==> src/rtl/pgc_pkg.sv <==
// Shared types for the paged frame cache controller.
package pgc_pkg;
    typedef enum logic [1:0] {
        ST_IDLE = 2'd0,
        ST_FILL = 2'd1,
        ST_WB   = 2'd2
    } ctl_state_e;
endpackage

==> src/rtl/pgc_frame_table.sv <==
// Per-frame bookkeeping: tag, valid bit and written byte span.
// Looks up a tag against all frames in parallel and exposes the
// post-write span of one selected frame so that a write in the
// current cycle is already visible to the reader.
// Assumes fill and invalidate never name the same frame in one cycle.
module pgc_frame_table #(
    parameter int N_FR  = 20,
    parameter int TAG_W = 10,
    parameter int OFF_W = 6,
    parameter int IDX_W = 5
) (
    input  logic             clk,
    input  logic             rst_n,
    input  logic [TAG_W-1:0] look_tag,
    output logic             hit,
    output logic [IDX_W-1:0] hit_idx,
    input  logic             fill_we,
    input  logic [IDX_W-1:0] fill_idx,
    input  logic [TAG_W-1:0] fill_tag,
    input  logic             inv_we,
    input  logic [IDX_W-1:0] inv_idx,
    input  logic             wr_en,
    input  logic [IDX_W-1:0] wr_frame,
    input  logic [OFF_W-1:0] wr_off,
    input  logic [IDX_W-1:0] rd_idx,
    output logic [TAG_W-1:0] rd_tag,
    output logic [OFF_W-1:0] rd_first,
    output logic [OFF_W-1:0] rd_last,
    output logic [N_FR-1:0]  valid_o
);
    localparam logic [OFF_W-1:0] CLEAN_FIRST = '1;
    localparam logic [OFF_W-1:0] CLEAN_LAST  = '0;

    logic [N_FR-1:0][TAG_W-1:0] tag_all;
    logic [N_FR-1:0][OFF_W-1:0] first_nx_all;
    logic [N_FR-1:0][OFF_W-1:0] last_nx_all;
    logic [N_FR-1:0]            match;

    for (genvar g = 0; g < N_FR; g++) begin : g_frame
        logic [TAG_W-1:0] tag_r;
        logic             vld_r;
        logic [OFF_W-1:0] first_r, last_r;
        logic [OFF_W-1:0] first_nx, last_nx;
        logic             wr_here;

        // Widen the span with a write aimed at this frame.
        always_comb begin
            wr_here  = wr_en && (wr_frame == IDX_W'(g));
            first_nx = (wr_here && (wr_off < first_r)) ? wr_off : first_r;
            last_nx  = (wr_here && (wr_off > last_r))  ? wr_off : last_r;
        end

        // Frame state: fill loads tag and marks clean, else track writes.
        always_ff @(posedge clk) begin
            if (!rst_n) begin
                tag_r   <= '0;
                vld_r   <= 1'b0;
                first_r <= CLEAN_FIRST;
                last_r  <= CLEAN_LAST;
            end else if (fill_we && (fill_idx == IDX_W'(g))) begin
                tag_r   <= fill_tag;
                vld_r   <= 1'b1;
                first_r <= CLEAN_FIRST;
                last_r  <= CLEAN_LAST;
            end else begin
                if (inv_we && (inv_idx == IDX_W'(g))) vld_r <= 1'b0;
                first_r <= first_nx;
                last_r  <= last_nx;
            end
        end

        assign tag_all[g]      = tag_r;
        assign first_nx_all[g] = first_nx;
        assign last_nx_all[g]  = last_nx;
        assign valid_o[g]      = vld_r;
        assign match[g]        = vld_r && (tag_r == look_tag);
    end

    // Encode the matching frame, lowest index wins.
    always_comb begin
        hit_idx = '0;
        for (int i = N_FR - 1; i >= 0; i--) begin
            if (match[i]) hit_idx = IDX_W'(i);
        end
        hit = |match;
    end

    assign rd_tag   = tag_all[rd_idx];
    assign rd_first = first_nx_all[rd_idx];
    assign rd_last  = last_nx_all[rd_idx];
endmodule

==> src/rtl/pgc_alloc.sv <==
// Rotating frame claim pointer with wrap flag, plus a saturating
// count of allocated store pages with a half-store flag.
// Assumes at most one pointer advance per cycle.
module pgc_alloc #(
    parameter int N_FR  = 20,
    parameter int IDX_W = 5,
    parameter int PG_W  = 10
) (
    input  logic             clk,
    input  logic             rst_n,
    input  logic             adv,
    input  logic             store_alloc,
    output logic [IDX_W-1:0] ptr,
    output logic [IDX_W-1:0] ptr_next,
    output logic             mem_full,
    output logic             half_full
);
    localparam logic [PG_W:0] PG_TOTAL = (PG_W + 1)'(1) << PG_W;
    localparam logic [PG_W:0] PG_HALF  = (PG_W + 1)'(1) << (PG_W - 1);
    localparam logic [IDX_W-1:0] LAST_FR = IDX_W'(N_FR - 1);

    logic [PG_W:0] pg_cnt;

    assign ptr_next  = (ptr == LAST_FR) ? '0 : ptr + 1'b1;
    assign half_full = (pg_cnt >= PG_HALF);

    // Advance the claim pointer and note the first wrap.
    always_ff @(posedge clk) begin
        if (!rst_n) begin
            ptr      <= '0;
            mem_full <= 1'b0;
        end else if (adv) begin
            ptr <= ptr_next;
            if (ptr == LAST_FR) mem_full <= 1'b1;
        end
    end

    // Count allocated store pages up to the store size.
    always_ff @(posedge clk) begin
        if (!rst_n) pg_cnt <= '0;
        else if (store_alloc && (pg_cnt != PG_TOTAL)) pg_cnt <= pg_cnt + 1'b1;
    end
endmodule

==> src/rtl/pgc_ctrl.sv <==
// Top of the paged frame cache controller. Answers lookups from the
// frame table, claims frames on a miss and drives a fill handshake,
// then schedules eviction of the oldest frame (skipping the frame in
// use) once the pool is full, writing back only its dirty span.
// Assumes lk_req is held until lk_ack and that the transfer engine
// answers each request with a single done pulse.
module pgc_ctrl #(
    parameter int ADDR_W = 16,
    parameter int OFF_W  = 6,
    parameter int N_FR   = 20,
    localparam int TAG_W  = ADDR_W - OFF_W,
    localparam int IDX_W  = $clog2(N_FR),
    localparam int PHYS_W = IDX_W + OFF_W
) (
    input  logic              clk,
    input  logic              rst_n,
    input  logic              lk_req,
    input  logic [ADDR_W-1:0] lk_addr,
    output logic              lk_ack,
    output logic [PHYS_W-1:0] lk_phys,
    output logic              busy,
    input  logic              wr_en,
    input  logic [IDX_W-1:0]  wr_frame,
    input  logic [OFF_W-1:0]  wr_off,
    output logic              fill_req,
    output logic [TAG_W-1:0]  fill_page,
    output logic [IDX_W-1:0]  fill_frame,
    input  logic              fill_done,
    output logic              wb_req,
    output logic [TAG_W-1:0]  wb_page,
    output logic [IDX_W-1:0]  wb_frame,
    output logic [OFF_W-1:0]  wb_first,
    output logic [OFF_W-1:0]  wb_last,
    input  logic              wb_done,
    input  logic              store_alloc,
    output logic              mem_full,
    output logic              half_full
);
    import pgc_pkg::*;

    ctl_state_e       state_q;
    logic [TAG_W-1:0] pend_tag_q;
    logic [OFF_W-1:0] pend_off_q;
    logic [IDX_W-1:0] fill_frame_q;
    logic [IDX_W-1:0] cur_q;

    logic [TAG_W-1:0] look_tag;
    logic [OFF_W-1:0] look_off;
    logic             hit;
    logic [IDX_W-1:0] hit_idx;
    logic [N_FR-1:0]  valid;
    logic [IDX_W-1:0] ptr, ptr_next;
    logic             accept, claim, fill_fin, pool_full, skip_cur, adv;
    logic [IDX_W-1:0] victim;
    logic [TAG_W-1:0] v_tag;
    logic [OFF_W-1:0] v_first, v_last;
    logic             v_dirty, inv_we;
    logic [IDX_W-1:0] inv_idx;
    logic [N_FR-1:0]  fill_bit;

    assign look_tag = lk_addr[ADDR_W-1:OFF_W];
    assign look_off = lk_addr[OFF_W-1:0];

    // Decide acceptance, claims and the eviction victim.
    always_comb begin
        accept    = (state_q == ST_IDLE) && lk_req && !lk_ack;
        claim     = accept && !hit;
        fill_fin  = (state_q == ST_FILL) && fill_done;
        fill_bit  = N_FR'(1) << fill_frame_q;
        pool_full = &(valid | fill_bit);
        skip_cur  = (ptr == cur_q);
        victim    = skip_cur ? ptr_next : ptr;
        adv       = claim || (fill_fin && pool_full && skip_cur);
        v_dirty   = (v_first <= v_last);
        inv_we    = (fill_fin && pool_full && !v_dirty) ||
                    ((state_q == ST_WB) && wb_done);
        inv_idx   = (state_q == ST_WB) ? wb_frame : victim;
    end

    pgc_frame_table #(
        .N_FR(N_FR), .TAG_W(TAG_W), .OFF_W(OFF_W), .IDX_W(IDX_W)
    ) u_table (
        .clk      (clk),
        .rst_n    (rst_n),
        .look_tag (look_tag),
        .hit      (hit),
        .hit_idx  (hit_idx),
        .fill_we  (fill_fin),
        .fill_idx (fill_frame_q),
        .fill_tag (pend_tag_q),
        .inv_we   (inv_we),
        .inv_idx  (inv_idx),
        .wr_en    (wr_en),
        .wr_frame (wr_frame),
        .wr_off   (wr_off),
        .rd_idx   (victim),
        .rd_tag   (v_tag),
        .rd_first (v_first),
        .rd_last  (v_last),
        .valid_o  (valid)
    );

    pgc_alloc #(
        .N_FR(N_FR), .IDX_W(IDX_W), .PG_W(TAG_W)
    ) u_alloc (
        .clk         (clk),
        .rst_n       (rst_n),
        .adv         (adv),
        .store_alloc (store_alloc),
        .ptr         (ptr),
        .ptr_next    (ptr_next),
        .mem_full    (mem_full),
        .half_full   (half_full)
    );

    // Sequence lookups, fills and write-backs.
    always_ff @(posedge clk) begin
        if (!rst_n) begin
            state_q      <= ST_IDLE;
            lk_ack       <= 1'b0;
            lk_phys      <= '0;
            pend_tag_q   <= '0;
            pend_off_q   <= '0;
            fill_frame_q <= '0;
            cur_q        <= '0;
            wb_page      <= '0;
            wb_frame     <= '0;
            wb_first     <= '0;
            wb_last      <= '0;
        end else begin
            lk_ack <= 1'b0;
            case (state_q)
                ST_IDLE: begin
                    if (accept && hit) begin
                        lk_ack  <= 1'b1;
                        lk_phys <= {hit_idx, look_off};
                        cur_q   <= hit_idx;
                    end else if (claim) begin
                        pend_tag_q   <= look_tag;
                        pend_off_q   <= look_off;
                        fill_frame_q <= ptr;
                        state_q      <= ST_FILL;
                    end
                end
                ST_FILL: begin
                    if (fill_done) begin
                        lk_ack  <= 1'b1;
                        lk_phys <= {fill_frame_q, pend_off_q};
                        cur_q   <= fill_frame_q;
                        if (pool_full && v_dirty) begin
                            state_q  <= ST_WB;
                            wb_page  <= v_tag;
                            wb_frame <= victim;
                            wb_first <= v_first;
                            wb_last  <= v_last;
                        end else begin
                            state_q <= ST_IDLE;
                        end
                    end
                end
                ST_WB: begin
                    if (wb_done) state_q <= ST_IDLE;
                end
                default: state_q <= ST_IDLE;
            endcase
        end
    end

    assign busy       = (state_q != ST_IDLE);
    assign fill_req   = (state_q == ST_FILL);
    assign fill_page  = pend_tag_q;
    assign fill_frame = fill_frame_q;
    assign wb_req     = (state_q == ST_WB);
endmodule

==> config.mk <==
export PLATFORM = sky130hd
export DESIGN_NAME = pgc_ctrl
export DESIGN_NICKNAME = d
export VERILOG_FILES = /design/src/rtl/pgc_pkg.sv /design/src/rtl/pgc_frame_table.sv /design/src/rtl/pgc_alloc.sv /design/src/rtl/pgc_ctrl.sv
export SDC_FILE = /design/constraint.sdc
export NUM_CORES = 2
export LEC_CHECK = 0
export ABC_CLOCK_PERIOD_IN_PS = 6290
export BUFFER_PORTS_ARGS = -buffer_cell sky130_fd_sc_hd__clkbuf_2
export CORE_ASPECT_RATIO = 1.25
export CORE_MARGIN = 2
export CORE_UTILIZATION = 50
export CTS_BUF_LIST = sky130_fd_sc_hd__clkbuf_2
export CTS_CLUSTER_SIZE = 16
export DETAILED_ROUTE_END_ITERATION = 8
export HOLD_SLACK_MARGIN = 0.15
export PLACE_DENSITY = 0.67
export SYNTH_ARGS = -nofsm -noshare
export SYNTH_HDL_FRONTEND = slang
export SYNTH_HIERARCHICAL = 1
export SYNTH_SLANG_ARGS = --single-unit
==> constraint.sdc <==
create_clock -name clk -period 6.29 [get_ports clk]
set_input_delay 0.629 -clock clk [delete_from_list [all_inputs] [get_ports clk]]
set_output_delay 0.629 -clock clk [all_outputs]
set_load 0.005 [all_outputs]
==> flow_summary.toml <==
[synthesis]
synth-simple-area-share = 0.178
synth_top_family_by_area = "simple AND/OR/NAND/NOR gates"
netlist_instances = 3822
synth-edff-count = 0
synth_nets = 4085
synthAdderAreaFrac = 0.0863
synth_mux_area_frac = 0.141
ys.warnings.count = 6
ys_ff_latch = 539
synth_compound_area_frac = 0.150
syn_avg_cell_area_um2 = 8.69
async_flop_share = 0
synth_area_um2 = 33200
seq_area_frac_synth = 0.325
synth-xor-area-share = 0.0567
synthFlopType = "dfxtp_1"
synthDistinctLibCells = 91

[timing]
fin_crit_sh = 0.934
grt_setup_unrepaired = "false"
setup_viol = 0
timing.fmax_mhz = 170
whs_ns = 0.322
tns_ns = 0
skew_ns = 0.0875
relSlewSlack = 0.204
finalHoldViolCount = 0
min_period_ns = 5.87
drv_slew = 0
worstMarginPinSlew_ns = 1.19

[grt]
grt.total_usage = 0.320
grt_antenna_before_repair = 3
grt_max_degree = 150
grt_pass1_vias = 28800
grt_first_pass_wirelength_um = 167000
overflow = 0

[layout]
final_nets = 4247
fillers = 6149
syn_to_final_growth_pct = 10.7
fin_area_um2 = 36800
layout-drive-gt1-share = 0.145
mostFrequentLayoutCell = "dfxtp_1"
final_cell_mix = "539 x dfxtp_1, 509 x nand2_1, 307 x mux2i_1, 301 x clkbuf_2, 235 x inv_1"

[power]
irDropWorstVdd_uv = 153
p_comb_frac = 0.200
p_int_w = 0.00522
p_sw_w = 0.00254
p_per_area_nw_per_um2 = 211
clockPowerShare = 0.354
p_sw_frac = 0.327
pwr-share-seq = 0.446
p_leak_nw = 15.7

[die]
initial_utilization = 0.505
die_y_um = 292
fp.dieArea_um2 = 68500
chipWidth_um = 234
rows = 105
io_pins = 93
core-area_um2 = 65700

[flow_run]
drv_cap = 0

[clock_tree]
clock_latency_ns = 1.37
clkTransAtPathRegs_ns = 0.12
cts_tree = "built"
ctsLongestPathBuffers = 3
cts.sinks = 539
cts_setup_buffers = 0
htreeDepth = 4
cts_buffers = 145
clockRootBuffer = "clkbuf_2"

[critical_path]
worstPathRequired_ns = 7.48
critPathKind = "reg -> reg"
startpoint_type = "register"
crit_arrival_ns = 7.06
crit_fanout = 41
startpoint = "u_alloc/ptr[4]"
r2r_start = "u_alloc/ptr[4]"
end_kind = "register"

[routing]
drt_first_pass_iters = 9
drtIter0Drc = 2283
viasPerCell = 5.99
routedWlPerCell_um = 22.5
vias = 29600
totalWireLength_um = 111000
drcViolationCount = 0
postRouteAntennaNets = 0

[worst_hold_path]
hp-start = "wr_off[4]"
hold_class = "in -> reg"

[place]
port_buffers = 92
place_area_um2 = 34800
hpwl_um = 78800
place_congestion = 0.961

[status]
status = "finished, final reports clean"
## synth_stat cells, drive strengths merged (32+ instances only)
cell | number | share of area
nand2b | 39 | 0.0073
dfxtp | 539 | 0.32
mux4 | 67 | 0.045
nand3 | 137 | 0.021
nand2 | 510 | 0.058
a21o | 32 | 0.0072
a21boi | 167 | 0.038
xnor2 | 209 | 0.055
a21oi | 142 | 0.021
buf | 83 | 0.014
o21ai | 70 | 0.011
inv | 238 | 0.027
o211ai | 39 | 0.0088
and2 | 39 | 0.0073
nor2 | 230 | 0.026
nor2b | 93 | 0.018
a211oi | 47 | 0.012
clkbuf | 183 | 0.021
nor3 | 36 | 0.0061
nand4 | 79 | 0.015
mux2i | 307 | 0.093
ha | 229 | 0.086
## critical path, stage by stage, from the launching register on
cell and delay, ns:
dfxtp_1 0.50, xnor2_1 0.16, nand3_1 0.13, nor3_4 0.38, mux2i_1 0.49, inv_4 0.19, inv_2 0.27, buf_12 0.30
mux2i_1 0.36, a221oi_1 0.16, o31ai_1 0.78, ha_1 0.38, nand3_1 0.12, inv_1 0.05, nand4_1 0.11, o21ai_2 0.10
o31ai_1 0.25, buf_4 0.21, or3b_2 0.46, o21ai_0 0.16, a21boi_0 0.10
## metrics by stage
stage / setup WS, ns / utilization / cells / total power (W)
after floorplan: 0.587 / - / 3822 / 0.00451
after global placement: 0.408 / 0.529 / 4635 / 0.00502
after detailed placement: 0.361 / 0.529 / 4635 / 0.00502
after CTS: 0.294 / 0.559 / 4937 / 0.00778
after global routing: 0.0383 / 0.560 / 4938 / 0.00808
final: 0.417 / 0.560 / 4940 / 0.00776
## registers in the layout, indices dropped and copies added, names as in the netlist
name	cells
u_alloc/pg_cnt	11
fill_frame	5
wb_last	6
u_alloc/ptr	5
lk_phys	11
wb_frame	5
wb_first	6
wb_page	10
fill_page	10
u_alloc/mem_full	1
u_table/g_frame.first_r	120
pend_off_q	6
u_table/g_frame.vld_r	20
lk_ack	1
u_table/g_frame.last_r	120
u_table/g_frame.tag_r	200
state_q	2
## power groups by stage
stage               Sequential [W]  Clock, W  Combinational, W
finish                     0.00346   0.00275           0.00155
global route               0.00347   0.00297           0.00164
CTS                        0.00346   0.00281           0.00151
detailed placement         0.00354         0           0.00148
global placement           0.00354         0           0.00148
floorplan                  0.00353         0          0.000974
## final cells by class
cell class,count,area (um^2),share of cell area
inverter,240,906,0.0246
antenna,3,7.51,0.000204
sequential,539,10800,0.293
timing repair buffer,281,2190,0.0597
clock buffer,215,1080,0.0293
multi-input combinational,2777,20400,0.555
clock inverter,29,328,0.00892
tap,856,1070,0.0291
## worst paths after layout
check	endpoint	slack [ns]	depth (start not counted)
min	u_table/g_frame[6].last_r[4]	0.32	4
max reg2reg	u_table/g_frame[1].vld_r	0.42	20
max	u_table/g_frame[1].vld_r	0.42	20
min reg2reg	u_table/g_frame[2].last_r[4]	0.47	2
## routing by layer
| metal | wire, um | GRT usage | part of all wire | up-vias |
|---|---|---|---|---|
| met4 | 8280 | 0.221 | 0.075 | 0 |
| li1 | - | - | - | 13800 |
| met2 | 52000 | 0.528 | 0.47 | 1235 |
| met5 | 0 | 0 | 0 | - |
| met1 | 42700 | 0.368 | 0.38 | 14200 |
| met3 | 7960 | 0.0660 | 0.072 | 381 |
## logic make-up (layout without fill, tap and decap cells)
logic type	after synthesis	in the layout
and+or+nand+nor	1249	1249
AOI/OAI and AO/OA	701	701
DFF	539	539
buffers and inverters	506	765
muxes	383	383
adders and majority gates	229	229
xor gates and xnor gates	215	215
other	0	3
## timing repair
action | CTS | global route
endpoints found under the setup margin | 0 | 22
hold buffers | 58 | 0
resized for setup | 0 | 5
endpoints found under the hold margin | 486 | 0
(Power assumes the default switching activity.)
